--- src/rtl/bit_manip_pkg.sv ---
package bit_manip_pkg;

  typedef enum logic [3:0] {
    BOP_SET   = 4'd0,
    BOP_CLR   = 4'd1,
    BOP_FLIP  = 4'd2,
    BOP_TEST  = 4'd3,
    BOP_LD    = 4'd4,
    BOP_LDN   = 4'd5,
    BOP_ST    = 4'd6,
    BOP_STN   = 4'd7,
    BOP_AND   = 4'd8,
    BOP_ANDN  = 4'd9,
    BOP_OR    = 4'd10,
    BOP_ORN   = 4'd11,
    BOP_XOR   = 4'd12,
    BOP_XORN  = 4'd13,
    BOP_RSV_A = 4'd14,
    BOP_RSV_B = 4'd15
  } bop_e;

  // Operations that change the byte and so need write-back.
  function automatic logic op_edits(bop_e op);
    return (op == BOP_SET) || (op == BOP_CLR) || (op == BOP_FLIP) ||
           (op == BOP_ST)  || (op == BOP_STN);
  endfunction

  // Operations that produce a new carry.
  function automatic logic op_makes_carry(bop_e op);
    return (op == BOP_LD)  || (op == BOP_LDN)  ||
           (op == BOP_AND) || (op == BOP_ANDN) ||
           (op == BOP_OR)  || (op == BOP_ORN)  ||
           (op == BOP_XOR) || (op == BOP_XORN);
  endfunction

  // New value of the selected bit for an editing operation.
  function automatic logic edit_bit(bop_e op, logic old_b, logic cy);
    logic nb;
    case (op)
      BOP_SET:  nb = 1'b1;
      BOP_CLR:  nb = 1'b0;
      BOP_FLIP: nb = ~old_b;
      BOP_ST:   nb = cy;
      BOP_STN:  nb = ~cy;
      default:  nb = old_b;
    endcase
    return nb;
  endfunction

  // New carry: the odd code of each pair works on the inverted bit.
  function automatic logic carry_calc(bop_e op, logic sel_b, logic cy);
    logic b;
    logic r;
    b = op[0] ? ~sel_b : sel_b;
    case (op)
      BOP_LD,  BOP_LDN:  r = b;
      BOP_AND, BOP_ANDN: r = b & cy;
      BOP_OR,  BOP_ORN:  r = b | cy;
      BOP_XOR, BOP_XORN: r = b ^ cy;
      default:           r = cy;
    endcase
    return r;
  endfunction

endpackage

--- src/rtl/bit_mask_gen.sv ---
module bit_mask_gen #(
  parameter int DATA_W   = 8,
  parameter int IDX_IN_W = 4
) (
  input  logic [IDX_IN_W-1:0] idx,
  output logic [DATA_W-1:0]   mask
);
  // DATA_W is a power of two, so the AND below gives idx modulo DATA_W.
  localparam logic [IDX_IN_W-1:0] WRAP = IDX_IN_W'(DATA_W - 1);

  logic [IDX_IN_W-1:0] idx_mod;
  assign idx_mod = idx & WRAP;

  for (genvar gi = 0; gi < DATA_W; gi++) begin : g_dec
    assign mask[gi] = (idx_mod == IDX_IN_W'(gi));
  end
endmodule

--- src/rtl/bit_edit_unit.sv ---
module bit_edit_unit
  import bit_manip_pkg::*;
#(
  parameter int DATA_W = 8
) (
  input  logic [DATA_W-1:0] din,
  input  logic [DATA_W-1:0] mask,
  input  bop_e              op,
  input  logic              cy,
  output logic [DATA_W-1:0] dout,
  output logic              sel_bit
);
  assign sel_bit = |(din & mask);

  for (genvar gi = 0; gi < DATA_W; gi++) begin : g_bit
    assign dout[gi] = mask[gi] ? edit_bit(op, din[gi], cy) : din[gi];
  end
endmodule

--- src/rtl/flag_unit.sv ---
module flag_unit
  import bit_manip_pkg::*;
(
  input  bop_e op,
  input  logic sel_bit,
  input  logic c_prev,
  input  logic z_prev,
  output logic c_next,
  output logic z_next,
  output logic wb
);
  always_comb begin
    c_next = op_makes_carry(op) ? carry_calc(op, sel_bit, c_prev) : c_prev;
    z_next = (op == BOP_TEST) ? ~sel_bit : z_prev;
    wb     = op_edits(op);
  end
endmodule

--- src/rtl/bit_manip_unit.sv ---
module bit_manip_unit
  import bit_manip_pkg::*;
#(
  parameter int DATA_W   = 8,
  parameter int IDX_IN_W = 4
) (
  input  logic                clk,
  input  logic                rst_n,
  input  logic                in_valid,
  input  logic [DATA_W-1:0]   in_byte,
  input  logic [IDX_IN_W-1:0] bit_idx,
  input  logic [3:0]          op_code,
  input  logic                c_in,
  input  logic                z_in,
  output logic                out_valid,
  output logic [DATA_W-1:0]   out_byte,
  output logic                wr_en,
  output logic                z_out,
  output logic                c_out
);
  bop_e              op;
  logic [DATA_W-1:0] edit_mask;
  logic [DATA_W-1:0] edited;
  logic              sel_bit;
  logic              c_nx, z_nx, wb_nx;

  assign op = bop_e'(op_code);

  bit_mask_gen #(.DATA_W(DATA_W), .IDX_IN_W(IDX_IN_W)) u_mask (
    .idx(bit_idx), .mask(edit_mask)
  );

  bit_edit_unit #(.DATA_W(DATA_W)) u_edit (
    .din(in_byte), .mask(edit_mask), .op(op), .cy(c_in),
    .dout(edited), .sel_bit(sel_bit)
  );

  flag_unit u_flag (
    .op(op), .sel_bit(sel_bit), .c_prev(c_in), .z_prev(z_in),
    .c_next(c_nx), .z_next(z_nx), .wb(wb_nx)
  );

  always_ff @(posedge clk) begin
    if (!rst_n) begin
      out_valid <= 1'b0;
      wr_en     <= 1'b0;
      out_byte  <= '0;
      z_out     <= 1'b0;
      c_out     <= 1'b0;
    end else begin
      out_valid <= in_valid;
      wr_en     <= in_valid & wb_nx;
      if (in_valid) begin
        out_byte <= edited;
        z_out    <= z_nx;
        c_out    <= c_nx;
      end
    end
  end
endmodule

--- config.mk ---
export PLATFORM = sky130hd
export DESIGN_NAME = bit_manip_unit
export DESIGN_NICKNAME = d
export VERILOG_FILES = /design/src/rtl/bit_manip_pkg.sv /design/src/rtl/bit_mask_gen.sv /design/src/rtl/bit_edit_unit.sv /design/src/rtl/flag_unit.sv /design/src/rtl/bit_manip_unit.sv
export SDC_FILE = /design/constraint.sdc
export NUM_CORES = 1
export LEC_CHECK = 0
export CAP_MARGIN = 20
export CORE_MARGIN = 2
export CORE_UTILIZATION = 48
export DETAILED_ROUTE_END_ITERATION = 12
export DONT_BUFFER_PORTS = 1
export GPL_TIMING_DRIVEN = 1
export HOLD_SLACK_MARGIN = 0.1
export RECOVER_POWER = 100
export SLEW_MARGIN = 40
export SYNTH_ARGS = -nofsm -noshare
export SYNTH_HDL_FRONTEND = slang
export SYNTH_SLANG_ARGS = --single-unit
--- constraint.sdc ---
create_clock -name clk -period 2.6 [get_ports clk]
set_input_delay 0.13 -clock clk [delete_from_list [all_inputs] [get_ports clk]]
set_output_delay 0.13 -clock clk [all_outputs]
set_load 0.02 [all_outputs]
# After elaboration in Yosys (flattened, before gate mapping)
# Cells that the tools add are included.
[classes]
mux = 20
n_bitwise = 15
eq_ne = 20
n_reduce_logical = 18
[ops]
columns = ["op", "count"]
rows = [
  ["$pmux 1 s5", 8],
  ["$eq 4x4->1 const B", 6],
  ["$eq 4x3->1 const B", 4],
  ["$eq 3x3->1 const B", 4],
  ["$logic_or 1x1->1", 11],
  ["$mux 1", 11],
  ["$not 1->1", 10],
  ["$and 8x8->8", 1],
  ["$eq 4x2->1 const B", 2],
  ["$logic_not 4->1", 2],
  ["$reduce_or 2->1", 4],
  ["$reduce_or 8->1", 1],
  ["$eq 3x2->1 const B", 2],
  ["$eq 4x1->1 const B", 1],
  ["$pmux 1 s4", 1],
  ["$eq 3x1->1 const B", 1],
  ["$and 1x1->1", 2],
  ["$or 1x1->1", 1],
  ["$xor 1x1->1", 1],
]
[totals]
register_bits = 12
out_inout_bits = 12
elab_cells = 78
in_bits = 21

# Depth between registers and ports, before layout
# Gate-level depths: netlist (run 1).
[depth]
depth_word = 9
depth_mapped = 10
ltp_nobuf = 9

# Modules after synthesis
# From an unflattened synthesis (run 1), not the netlist that was laid out.
[hier_totals]
hier_cells = 102
hier_area_um2 = 1046.0
[by_module_without_submodules]
columns = ["module", "cells_each", "area_per_inst_um2", "instances", "seq_area_each_um2"]
rows = [
  ["bit_manip_unit", 36, 432.9, 1, 240.2],
  ["bit_edit_unit", 39, 394.1, 1, 0.0],
  ["flag_unit", 19, 153.9, 1, 0.0],
  ["bit_mask_gen", 8, 65.1, 1, 0.0],
]

# Worst setup path after synthesis (run 1)
# OpenSTA, ideal clock, no wires.
[synth_timing]
path_kind = "input-to-reg"
startpoint = "in bit_idx[0]"
endpoint = "reg c_out"
arrival_ps = 1569
setup_time_ps = 130
required_ps = 2470
n_path_buf = 1
slack_ps = 901
stages = 10
cell_sequence = "buf_6 -> mux2i_1 -> a32o_1 -> nor2_1 -> xnor2_1 -> ha_1 -> a21boi_1 -> o21bai_1 -> a41oi_1 -> o211ai_1"
[synth_via]
elab_chain_cells = 8
word_cells_on_any_way = 17
classes_between = "7 x eq/ne; 3 x mux; 5 x bitwise; 2 x reduce/logical"
[synth_rtl]
columns = ["element", "line", "text"]
rows = [
  ["from (decl)", "bit_manip_unit.sv:11", "input logic [IDX_IN_W-1:0] bit_idx,"],
  ["$eq 3x1->1 (tied with other cells)", "bit_mask_gen.sv:15", "assign mask[gi] = (idx_mod == IDX_IN_W'(gi));"],
  ["$and 8x8->8 *", "bit_edit_unit.sv:13", "assign sel_bit = |(din & mask);"],
  ["$reduce_or 8->1 *", "bit_edit_unit.sv:13", ""],
  ["$not 1->1", "bit_manip_pkg.sv:54", "b = op[0] ? ~sel_b : sel_b;"],
  ["$mux 1 *", "bit_manip_pkg.sv:54", ""],
  ["$xor 1x1->1 (tied with other cells)", "bit_manip_pkg.sv:59", "BOP_XOR, BOP_XORN: r = b ^ cy;"],
  ["$pmux 1 s4 *", "bit_manip_pkg.sv:55", "case (op)"],
  ["$mux 1 *", "flag_unit.sv:13", "c_next = op_makes_carry(op) ? carry_calc(op, sel_bit, c_prev) : c_prev;"],
  ["to (signal assigned)", "bit_manip_unit.sv:56", "c_out <= c_nx;"],
  ["to (decl)", "bit_manip_unit.sv:19", "output logic c_out"],
]
# Mark *: on every way between the ends. The rest lies on a longest branch, timed or not.
# A chain may end at the register's enable or synchronous reset.

==> results_dict.tcl, run 1 <==
set metrics [dict create \
    seq_area_um2 240.2 \
    fin_skew_ns 0 \
    cts_root_buf "clkbuf_4" \
    drc_errors 0 \
    tns_ns 0 \
    groute.layer.met1.usage_pct 29.07 \
    dieArea_mm2 0.002336 \
    cp_cell_sequence "dlygate4sd3_1, nand2_1, nor3_1, or4b_1, o211ai_1" \
    critPathRequiredTime_ns 2.81 \
    grt_pass1_vias 916 \
    synth_area_um2 943.4 \
    grt_use_met2_pct 37.50 \
    synth.most_common_cell "nand2b_1" \
    reg2reg_depth 3 \
    cts-resized-gates 0 \
    synth_common_cells "14 x nand2b_1, 12 x dfxtp_1, 9 x a21oi_1" \
    grt_max_degree 14 \
    grt.total_usage_pct 23.29 \
    antenna_found_initial 0 \
    r2r_end "out_byte[3]" \
    period_share_pct 64.76 \
    drv_slew 0 \
    drive_gt1_share_pct 4.545 \
    synth-edff-count 0 \
    yosysTopAreaCell "dfxtp_1" \
    crit_path_max_fanout 13 \
    synth_top_area_share_pct 25.46 \
    synth_area_leaders "dfxtp_1 25%, nand2b_1 9.3%, o22ai_1 5.3%" \
    drt_wl_total_mm 2.585 \
    cts_buffers 3 \
    gr-total-overflow 0 \
    wl_per_cell_um 16.26 \
    avgSynthCellArea_um2 7.733 \
    crit_family "simple AND/OR/NAND/NOR gates" \
    synthFlopType "dfxtp_1" \
    hold_slack_ns 0.1179 \
    multiInputGateArea_um2 650.6 \
    firstDrtPassIters 4 \
    coreArea_mm2 0.001902 \
    gr-usage-met3_pct 8.333 \
    max-vdd-ir-drop_uv 296.4 \
    clkSinkCount 12 \
    synth_nets 145 \
    n_antenna_cell 0 \
    hold_end "c_out" \
    htreeDepth 1 \
    setup_viol 0 \
    power.density_mw_per_mm2 429.3 \
    fp.dieH_um 48.34 \
    io_buffers 0 \
    finalCriticalPeriod_ns 1.684 \
    start_util_pct 49.61 \
    critPathKind "input pin to register" \
    crit_arrival_ns 1.89 \
    via_count 983 \
    drt_iter0_drc 28 \
    crit_path_start_kind "input pin" \
    synthCells 122 \
    status "complete, no violations" \
    clock_latency_ns 0.28 \
    ys_seq_area_share_pct 25.46 \
    synth_warnings 0 \
    rows 16 \
    rsz0062_at_grt "false" \
    fill_cells 180 \
    dp_hpwl_mm 1.644 \
    synth_cell_type_count 39 \
    grt.busiest_layer "met2" \
    synthArstFlopShare_pct 0 \
    max-slew-margin-rel_pct 53.82 \
    clock.fmax_mhz 593.9 \
    endpoint_kind "register" \
    cts_tree "built" \
    hold_depth 2 \
    syn_to_final_growth_pct 17.90 \
    hp-start "in_valid" \
    cap_violations 0 \
    die_x_um 48.34 \
    r2r_start "out_byte[3]" \
    nets 156 \
    ff2ff_setup_slack_ns 1.28 \
    crit_buf_inv 1 \
    crit_slowest_cell "dlygate4sd3_1" \
    drt-vias-per-instance 6.182 \
    hold_viol 0 \
    clk_pin_slew_ns 0.08 \
    worst_pin_slew_ns 0.6927 \
    ys_seq_elements 12 \
    cts_buffer_depth 2 \
    io_pins 33 \
    antenna_left 0 \
    place_congestion 0.7657 \
    crit_path_max_incr_delay_ns 0.79 \
    grt_pass1_wl_mm 4.243 \
    power.leakage_nw 0.4248 \
    hold_path_class "input pin to register" \
]
==> sequential cells by signal, summed over array words and instances (netlist names) <==
| name | cells |
|---|---|
| out_byte | 8 |
| c_out | 1 |
| out_valid | 1 |
| wr_en | 1 |
| z_out | 1 |
==> kinds of logic (layout without fill, tap and decap cells) <==
| family | count (synthesis) | count (layout) | share of synthesized area, % |
|---|---|---|---|
| AO/OA/AOI/OAI | 45 | 45 | 32.09 |
| XOR/XNOR | 3 | 3 | 2.786 |
| adder cells (fa/ha/maj) | 2 | 2 | 2.652 |
| buffers and inverters | 11 | 21 | 5.569 |
| flip-flops | 12 | 12 | 25.46 |
| multiplexers | 2 | 2 | 2.122 |
| AND/OR/NAND/NOR | 47 | 47 | 29.31 |
==> placed cells by master (no fill, tap or decap), types with 3 or more instances in the layout <==
cell	n
nand2b_1	14
a21oi_1	9
dfxtp_1	12
nor2b_1	4
a21o_1	4
inv_1	3
o21ai_0	6
nor4_1	5
a41oi_1	5
o221ai_1	4
dlygate4sd3_1	14
nand2_1	7
nor2_1	5
o22ai_1	8
clkbuf_4	3
==> metrics by stage <==
stage,power (mW),setup slack [ns],cell area (um2),cells,util [%]
3_3_place_gp,0.3051,0.8124,935.9,141,49.21
3_5_place_dp,0.3068,0.7699,935.9,141,49.21
5_1_grt,0.5050,0.8111,1112,159,58.49
4_1_cts,0.4834,0.9392,1112,159,58.49
6_report,0.4775,0.9163,1112,159,58.49
2_1_floorplan,0.3092,0.9007,943.4,122,-
==> metal layers <==
layer / wire (um) / share of wire (%) / up-vias
li1: - / - / 488
met1: 1139 / 44 / 450
met2: 1253 / 48 / 41
met3: 169 / 6.5 / 4
met4: 21 / 0.81 / 0
met5: 0 / 0 / -
==> final cells by class <==
class / count / share of cell area [%]
clock buffers: 4 / 3.262
inverters: 3 / 1.012
multi-input cells: 99 / 58.49
flip-flops and latches: 12 / 21.60
well taps: 27 / 3.037
repair buffers: 14 / 12.60
==> worst max-delay path by stage <==
stage / cells past startpoint / start / slack, ns / to
6_report: 5 / in_valid / 0.92 / c_out
2_1_floorplan: 10 / bit_idx[0] / 0.90 / c_out
3_3_place_gp: 9 / bit_idx[2] / 0.81 / c_out
3_5_place_dp: 9 / bit_idx[2] / 0.77 / c_out
5_1_grt: 5 / in_valid / 0.81 / c_out
4_1_cts: 5 / in_valid / 0.94 / c_out
==> power by group <==
part           switching (mW)  total [mW]  internal, mW  leakage [nW]
Combinational          0.0495       0.105        0.0559         0.304
Sequential             0.0234       0.221         0.197        0.0996
Clock                  0.0663       0.152        0.0853        0.0210
Total                   0.139       0.477         0.338         0.425
==> repair_timing <==
action / CTS / global route
hold buffers: 14 / 0
setup buffers: 0 / 0
endpoints found under the setup margin: 0 / 0
endpoints found under the hold margin: 12 / 0
No activity file was read; power rests on OpenSTA's default activity.
==> run 2: changes to the inputs <==
--- a/config.mk
+++ b/config.mk
@@ -12,6 +12,7 @@
 export DONT_BUFFER_PORTS = 1
 export GPL_TIMING_DRIVEN = 1
 export HOLD_SLACK_MARGIN = 0.1
+export PLACE_DENSITY = 0.65
 export RECOVER_POWER = 100
 export SLEW_MARGIN = 40
 export SYNTH_ARGS = -nofsm -noshare
==> constraint.sdc (replaced) <==
create_clock -name clk -period 1.5 [get_ports clk]
set_input_delay 0.075 -clock clk [delete_from_list [all_inputs] [get_ports clk]]
set_output_delay 0.075 -clock clk [all_outputs]
set_load 0.02 [all_outputs]
==> results_dict.tcl, run 2 (synthesis gave the netlist of run 1 again) <==
set metrics [dict create \
    status "complete, no violations" \
    top_register "out_byte" \
    syn_to_final_growth_pct 27.45 \
    via_count 1030 \
    grt_pass1_wl_mm 4.740 \
    cts_buffers 3 \
    fp.dieH_um 48.34 \
    hold_viol 0 \
    start_util_pct 49.61 \
    crit_path_max_fanout 2 \
    clkSinkCount 12 \
    grt_pass1_vias 1034 \
    antenna_found_initial 0 \
    place_congestion 0.8830 \
    cap_violations 0 \
    instances_no_fill 169 \
    cts_buffer_depth 2 \
    dp_hpwl_mm 1.662 \
    period_share_pct 92.97 \
    dp.cells 146 \
    r2r_start "out_byte[7]" \
    drv_slew 0 \
    clk_pin_slew_ns 0.08 \
    clock_latency_ns 0.28 \
    firstDrtPassIters 4 \
    post_dp_cell_area_um2 977.2 \
    stdcell_area_mm2 0.001202 \
    coreArea_mm2 0.001902 \
    fill_cells 168 \
    combPwrFrac_pct 26.6 \
    max-slew-margin-rel_pct 66.21 \
    p_sw_share_pct 31.53 \
    critPathKind "register to register" \
    crit_path_start_kind "register" \
    final_cell_mix "18 x dlygate4sd3_1, 14 x nand2b_1, 12 x dfxtp_1" \
    endpoint_kind "register" \
    antenna_left 0 \
    drt-vias-per-instance 6.095 \
    nets 167 \
    p_seq_share_pct 47.1 \
    clockPowerShare_pct 26.3 \
    r2r_end "out_byte[7]" \
    cts_setup_buffers 0 \
    drive_gt1_share_pct 8.451 \
    wl_per_cell_um 16.85 \
    largest_reg_flops 8 \
    utilization_pct 63.22 \
    crit_arrival_ns 1.61 \
    n_antenna_cell 0 \
    mostFrequentLayoutCell "dlygate4sd3_1" \
    fin_skew_ns 0 \
    io_pins 33 \
    drt_iter0_drc 40 \
    io_buffers 0 \
    htreeDepth 1 \
    grt.total_usage_pct 25.67 \
    ff2ff_setup_slack_ns 0.11 \
    worst_pin_slew_ns 0.5042 \
    internal_power_mw 0.5573 \
    setup_viol 0 \
    clock.fmax_mhz 717.1 \
    drc_errors 0 \
    dieArea_mm2 0.002336 \
    gr-total-overflow 0 \
    finalCriticalPeriod_ns 1.395 \
    hold_end "out_byte[0]" \
    max-vdd-ir-drop_uv 372.9 \
    power.density_mw_per_mm2 676.9 \
    power_switching_mw 0.2566 \
    hp-start "in_byte[0]" \
    cts_root_buf "clkbuf_4" \
    hold_depth 3 \
    drt_wl_total_mm 2.847 \
    rsz0062_at_grt "false" \
    critPathRequiredTime_ns 1.71 \
    reg2reg_depth 3 \
    cts_tree "built" \
    grt_max_degree 16 \
    hold_path_class "input pin to register" \
    die_x_um 48.34 \
    power.leakage_nw 0.4782 \
    rows 16 \
]
run 2: cell count changes in the layout (fill, tap and decap cells not counted):
| cell | previous run | this run |
|---|---|---|
| clkbuf_8 | 1 | 0 |
| dlygate4sd3_1 | 14 | 18 |
| clkdlybuf4s25_1 | 0 | 1 |
| a32o_2 | 0 | 1 |
| nor2_2 | 0 | 1 |
| dlymetal6s4s_1 | 0 | 1 |
| buf_4 | 0 | 5 |
| nor2_1 | 5 | 4 |
| a32o_1 | 2 | 1 |
run 2: area by class of cell:
class	count	area (um2)	area share, %
Tap cell	27	33.78	2.810
Sequential cell	12	240.2	19.98
Timing Repair Buffer	25	240.2	19.98
Multi-Input combinational cell	99	654.4	54.42
Clock buffer	3	22.52	1.873
Inverter	3	11.26	0.9365
run 2: power groups by stage:
stage / combinational, mW / sequential [mW] / clock, mW
after global placement: 0.153 / 0.391 / 0
after CTS: 0.210 / 0.384 / 0.209
after global routing: 0.239 / 0.386 / 0.224
final: 0.217 / 0.383 / 0.214
after detailed placement: 0.156 / 0.391 / 0
after floorplan: 0.151 / 0.387 / 0
run 2: what timing repair did:
item	in CTS	in global routing
resized for setup	0	2
endpoints found under the hold margin	12	0
endpoints found under the setup margin	0	2
hold buffers	20	0
run 2: critical path, stage by stage (launching register included):
cell and delay [ns]:
dfxtp_1 0.47, o221ai_1 0.14, dlygate4sd3_1 0.58, a21oi_1 0.14
run 2: how the worst max path moves through the flow:
stage,startpoint,end,cells past startpoint
2_1_floorplan,bit_idx[0],c_out,10
3_3_place_gp,bit_idx[2],c_out,9
3_5_place_dp,bit_idx[0],c_out,9
4_1_cts,rst_n,c_out,5
5_1_grt,out_byte[7],out_byte[7],3
6_report,out_byte[7],out_byte[7],3
run 2: per-stage QoR:
stage,setup TNS (ns),hold slack (ns),setup WS [ns],power (mW)
after detailed placement,-0.1646,0.1654,-0.1646,0.5466
final,0,0.09893,0.1054,0.8139
after floorplan,-0.1042,0.2034,-0.1042,0.5378
after global routing,0,0.1135,0.002663,0.8497
after CTS,0,0.1008,0.004031,0.8021
after global placement,-0.09779,0.1600,-0.09779,0.5438
run 2: metal layers:
metal | wire length, um | vias to the layer above | global-route usage (%)
met5 | 0 | - | 0
met3 | 217 | 7 | 6.173
met1 | 1239 | 475 | 33.59
met2 | 1342 | 42 | 41.67
met4 | 47 | 0 | 8.571
li1 | - | 506 | -
==> run 3: changes to the inputs <==
--- a/config.mk
+++ b/config.mk
@@ -14,6 +14,7 @@
 export HOLD_SLACK_MARGIN = 0.1
 export PLACE_DENSITY = 0.65
 export RECOVER_POWER = 100
+export SKIP_CTS_REPAIR_TIMING = 1
 export SLEW_MARGIN = 40
 export SYNTH_ARGS = -nofsm -noshare
 export SYNTH_HDL_FRONTEND = slang
==> constraint.sdc (replaced) <==
create_clock -name clk -period 1.5 [get_ports clk]
set_input_delay 0.075 -clock clk [delete_from_list [all_inputs] [get_ports clk]]
set_output_delay 0.075 -clock clk [all_outputs]
set_load 0.005 [all_outputs]
==> results_dict.tcl, run 3 (synthesis gave the netlist of run 1 again) <==
set metrics [dict create \
    drv_slew 0 \
    post_dp_cell_area_um2 977.2 \
    nets 168 \
    p_sw_share_pct 29.47 \
    htreeDepth 1 \
    antenna_left 0 \
    combPwrFrac_pct 27.5 \
    largest_reg_flops 8 \
    place_congestion 0.8830 \
    violations "setup timing" \
    mostFrequentLayoutCell "dlygate4sd3_1" \
    cap_violations 0 \
    gr-total-overflow 0 \
    via_count 1055 \
    start_util_pct 49.61 \
    hold_path_class "input pin to register" \
    fp.dieH_um 48.34 \
    period_share_pct 100.1 \
    die_x_um 48.34 \
    crit_slowest_cell "dlygate4sd3_1" \
    setup_slack_ns -0.002171 \
    cts_tree "built" \
    total_power_mw 0.7914 \
    critPathKind "input pin to register" \
    finalCriticalPeriod_ns 1.502 \
    hold_viol 0 \
    clkSinkCount 12 \
    clockPowerShare_pct 27.3 \
    antenna_found_initial 0 \
    crit_path_max_incr_delay_ns 0.67 \
    firstDrtPassIters 4 \
    power.density_mw_per_mm2 656.1 \
    clock_latency_ns 0.28 \
    cts_root_buf "clkbuf_4" \
    critPathRequiredTime_ns 1.71 \
    top_register "out_byte" \
    drt_iter0_drc 40 \
    dieArea_mm2 0.002336 \
    tns_ns -0.002171 \
    crit_arrival_ns 1.71 \
    status "finished, violations left" \
    drt-vias-per-instance 6.206 \
    rows 16 \
    setup_viol 1 \
    cts_buffers 3 \
    io_pins 33 \
    io_buffers 0 \
    drt_wl_total_mm 2.965 \
    final_cell_mix "21 x dlygate4sd3_1, 14 x nand2b_1, 12 x dfxtp_1" \
    crit_path_max_fanout 8 \
    dp_hpwl_mm 1.662 \
    cts_buffer_depth 2 \
    internal_power_mw 0.5582 \
    p_seq_share_pct 45.2 \
    max-vdd-ir-drop_uv 369.1 \
    endpoint_kind "register" \
    wl_per_cell_um 17.44 \
    pre_cts_ws_ns -0.1646 \
    grt.total_usage_pct 20.76 \
    worst_pin_slew_ns 0.5018 \
    clock.fmax_mhz 665.7 \
    syn_to_final_growth_pct 27.85 \
    grt_pass1_vias 883 \
    n_antenna_cell 0 \
    drive_gt1_share_pct 7.692 \
    max-slew-margin-rel_pct 66.36 \
    coreArea_mm2 0.001902 \
    cp_cell_sequence "dlygate4sd3_1, nand2_1, nor3_1, or4b_1, o211ai_1" \
    clk_pin_slew_ns 0.08 \
    power.leakage_nw 0.4653 \
    drc_errors 0 \
    utilization_pct 63.42 \
    grt_pass1_wl_mm 3.919 \
    fin_skew_ns 0 \
    crit_path_start_kind "input pin" \
    stdcell_area_mm2 0.001206 \
    power_switching_mw 0.2332 \
    grt_max_degree 23 \
]
==> run 3: routing by layer <==
layer | GRT usage, % | wire length (um) | up-vias
met5 | 0 | 0 | -
met4 | 7.143 | 35 | 0
met3 | 4.938 | 206 | 5
met2 | 33.80 | 1437 | 40
met1 | 27.04 | 1285 | 503
li1 | - | - | 507
==> run 3: power groups by stage <==
stage / sequential (mW) / combinational [mW] / clock, mW
after CTS: 0.358 / 0.157 / 0.209
final: 0.358 / 0.217 / 0.216
after floorplan: 0.361 / 0.151 / 0
after global placement: 0.365 / 0.153 / 0
after global routing: 0.360 / 0.238 / 0.230
after detailed placement: 0.365 / 0.156 / 0
==> run 3: metrics by stage <==
step	hold slack (ns)	instances
after floorplan	0.2034	122
after detailed placement	0.1654	146
final	0.06679	170
after global placement	0.1600	146
after global routing	0.1004	170
after CTS	-0.1284	149
==> run 3: critical path, delay by kind of cell <==
family                 cells  cell delay, ns
buffers and inverters      1            0.67
and+or+nand+nor            3            0.86
AOI/OAI and AO/OA          1            0.11
==> run 3: worst paths after layout <==
| check | cells past startpoint | endpoint | slack, ns | start |
|---|---|---|---|---|
| hold / removal | 3 | out_byte[3] | 0.07 | bit_idx[0] |
| hold reg to reg | 3 | out_byte[2] | 0.63 | out_byte[2] |
| setup / recovery | 5 | c_out | -0.002 | rst_n |
| setup reg to reg | 4 | out_byte[4] | 0.17 | out_byte[4] |
==> run 3: area by class of cell <==
type | instances | area (um2)
clock buffers | 3 | 22.52
flip-flops and latches | 12 | 240.2
fillers | 173 | 695.7
repair buffers | 26 | 244.0
multi-input cells | 99 | 654.4
well taps | 27 | 33.78
inverters | 3 | 11.26
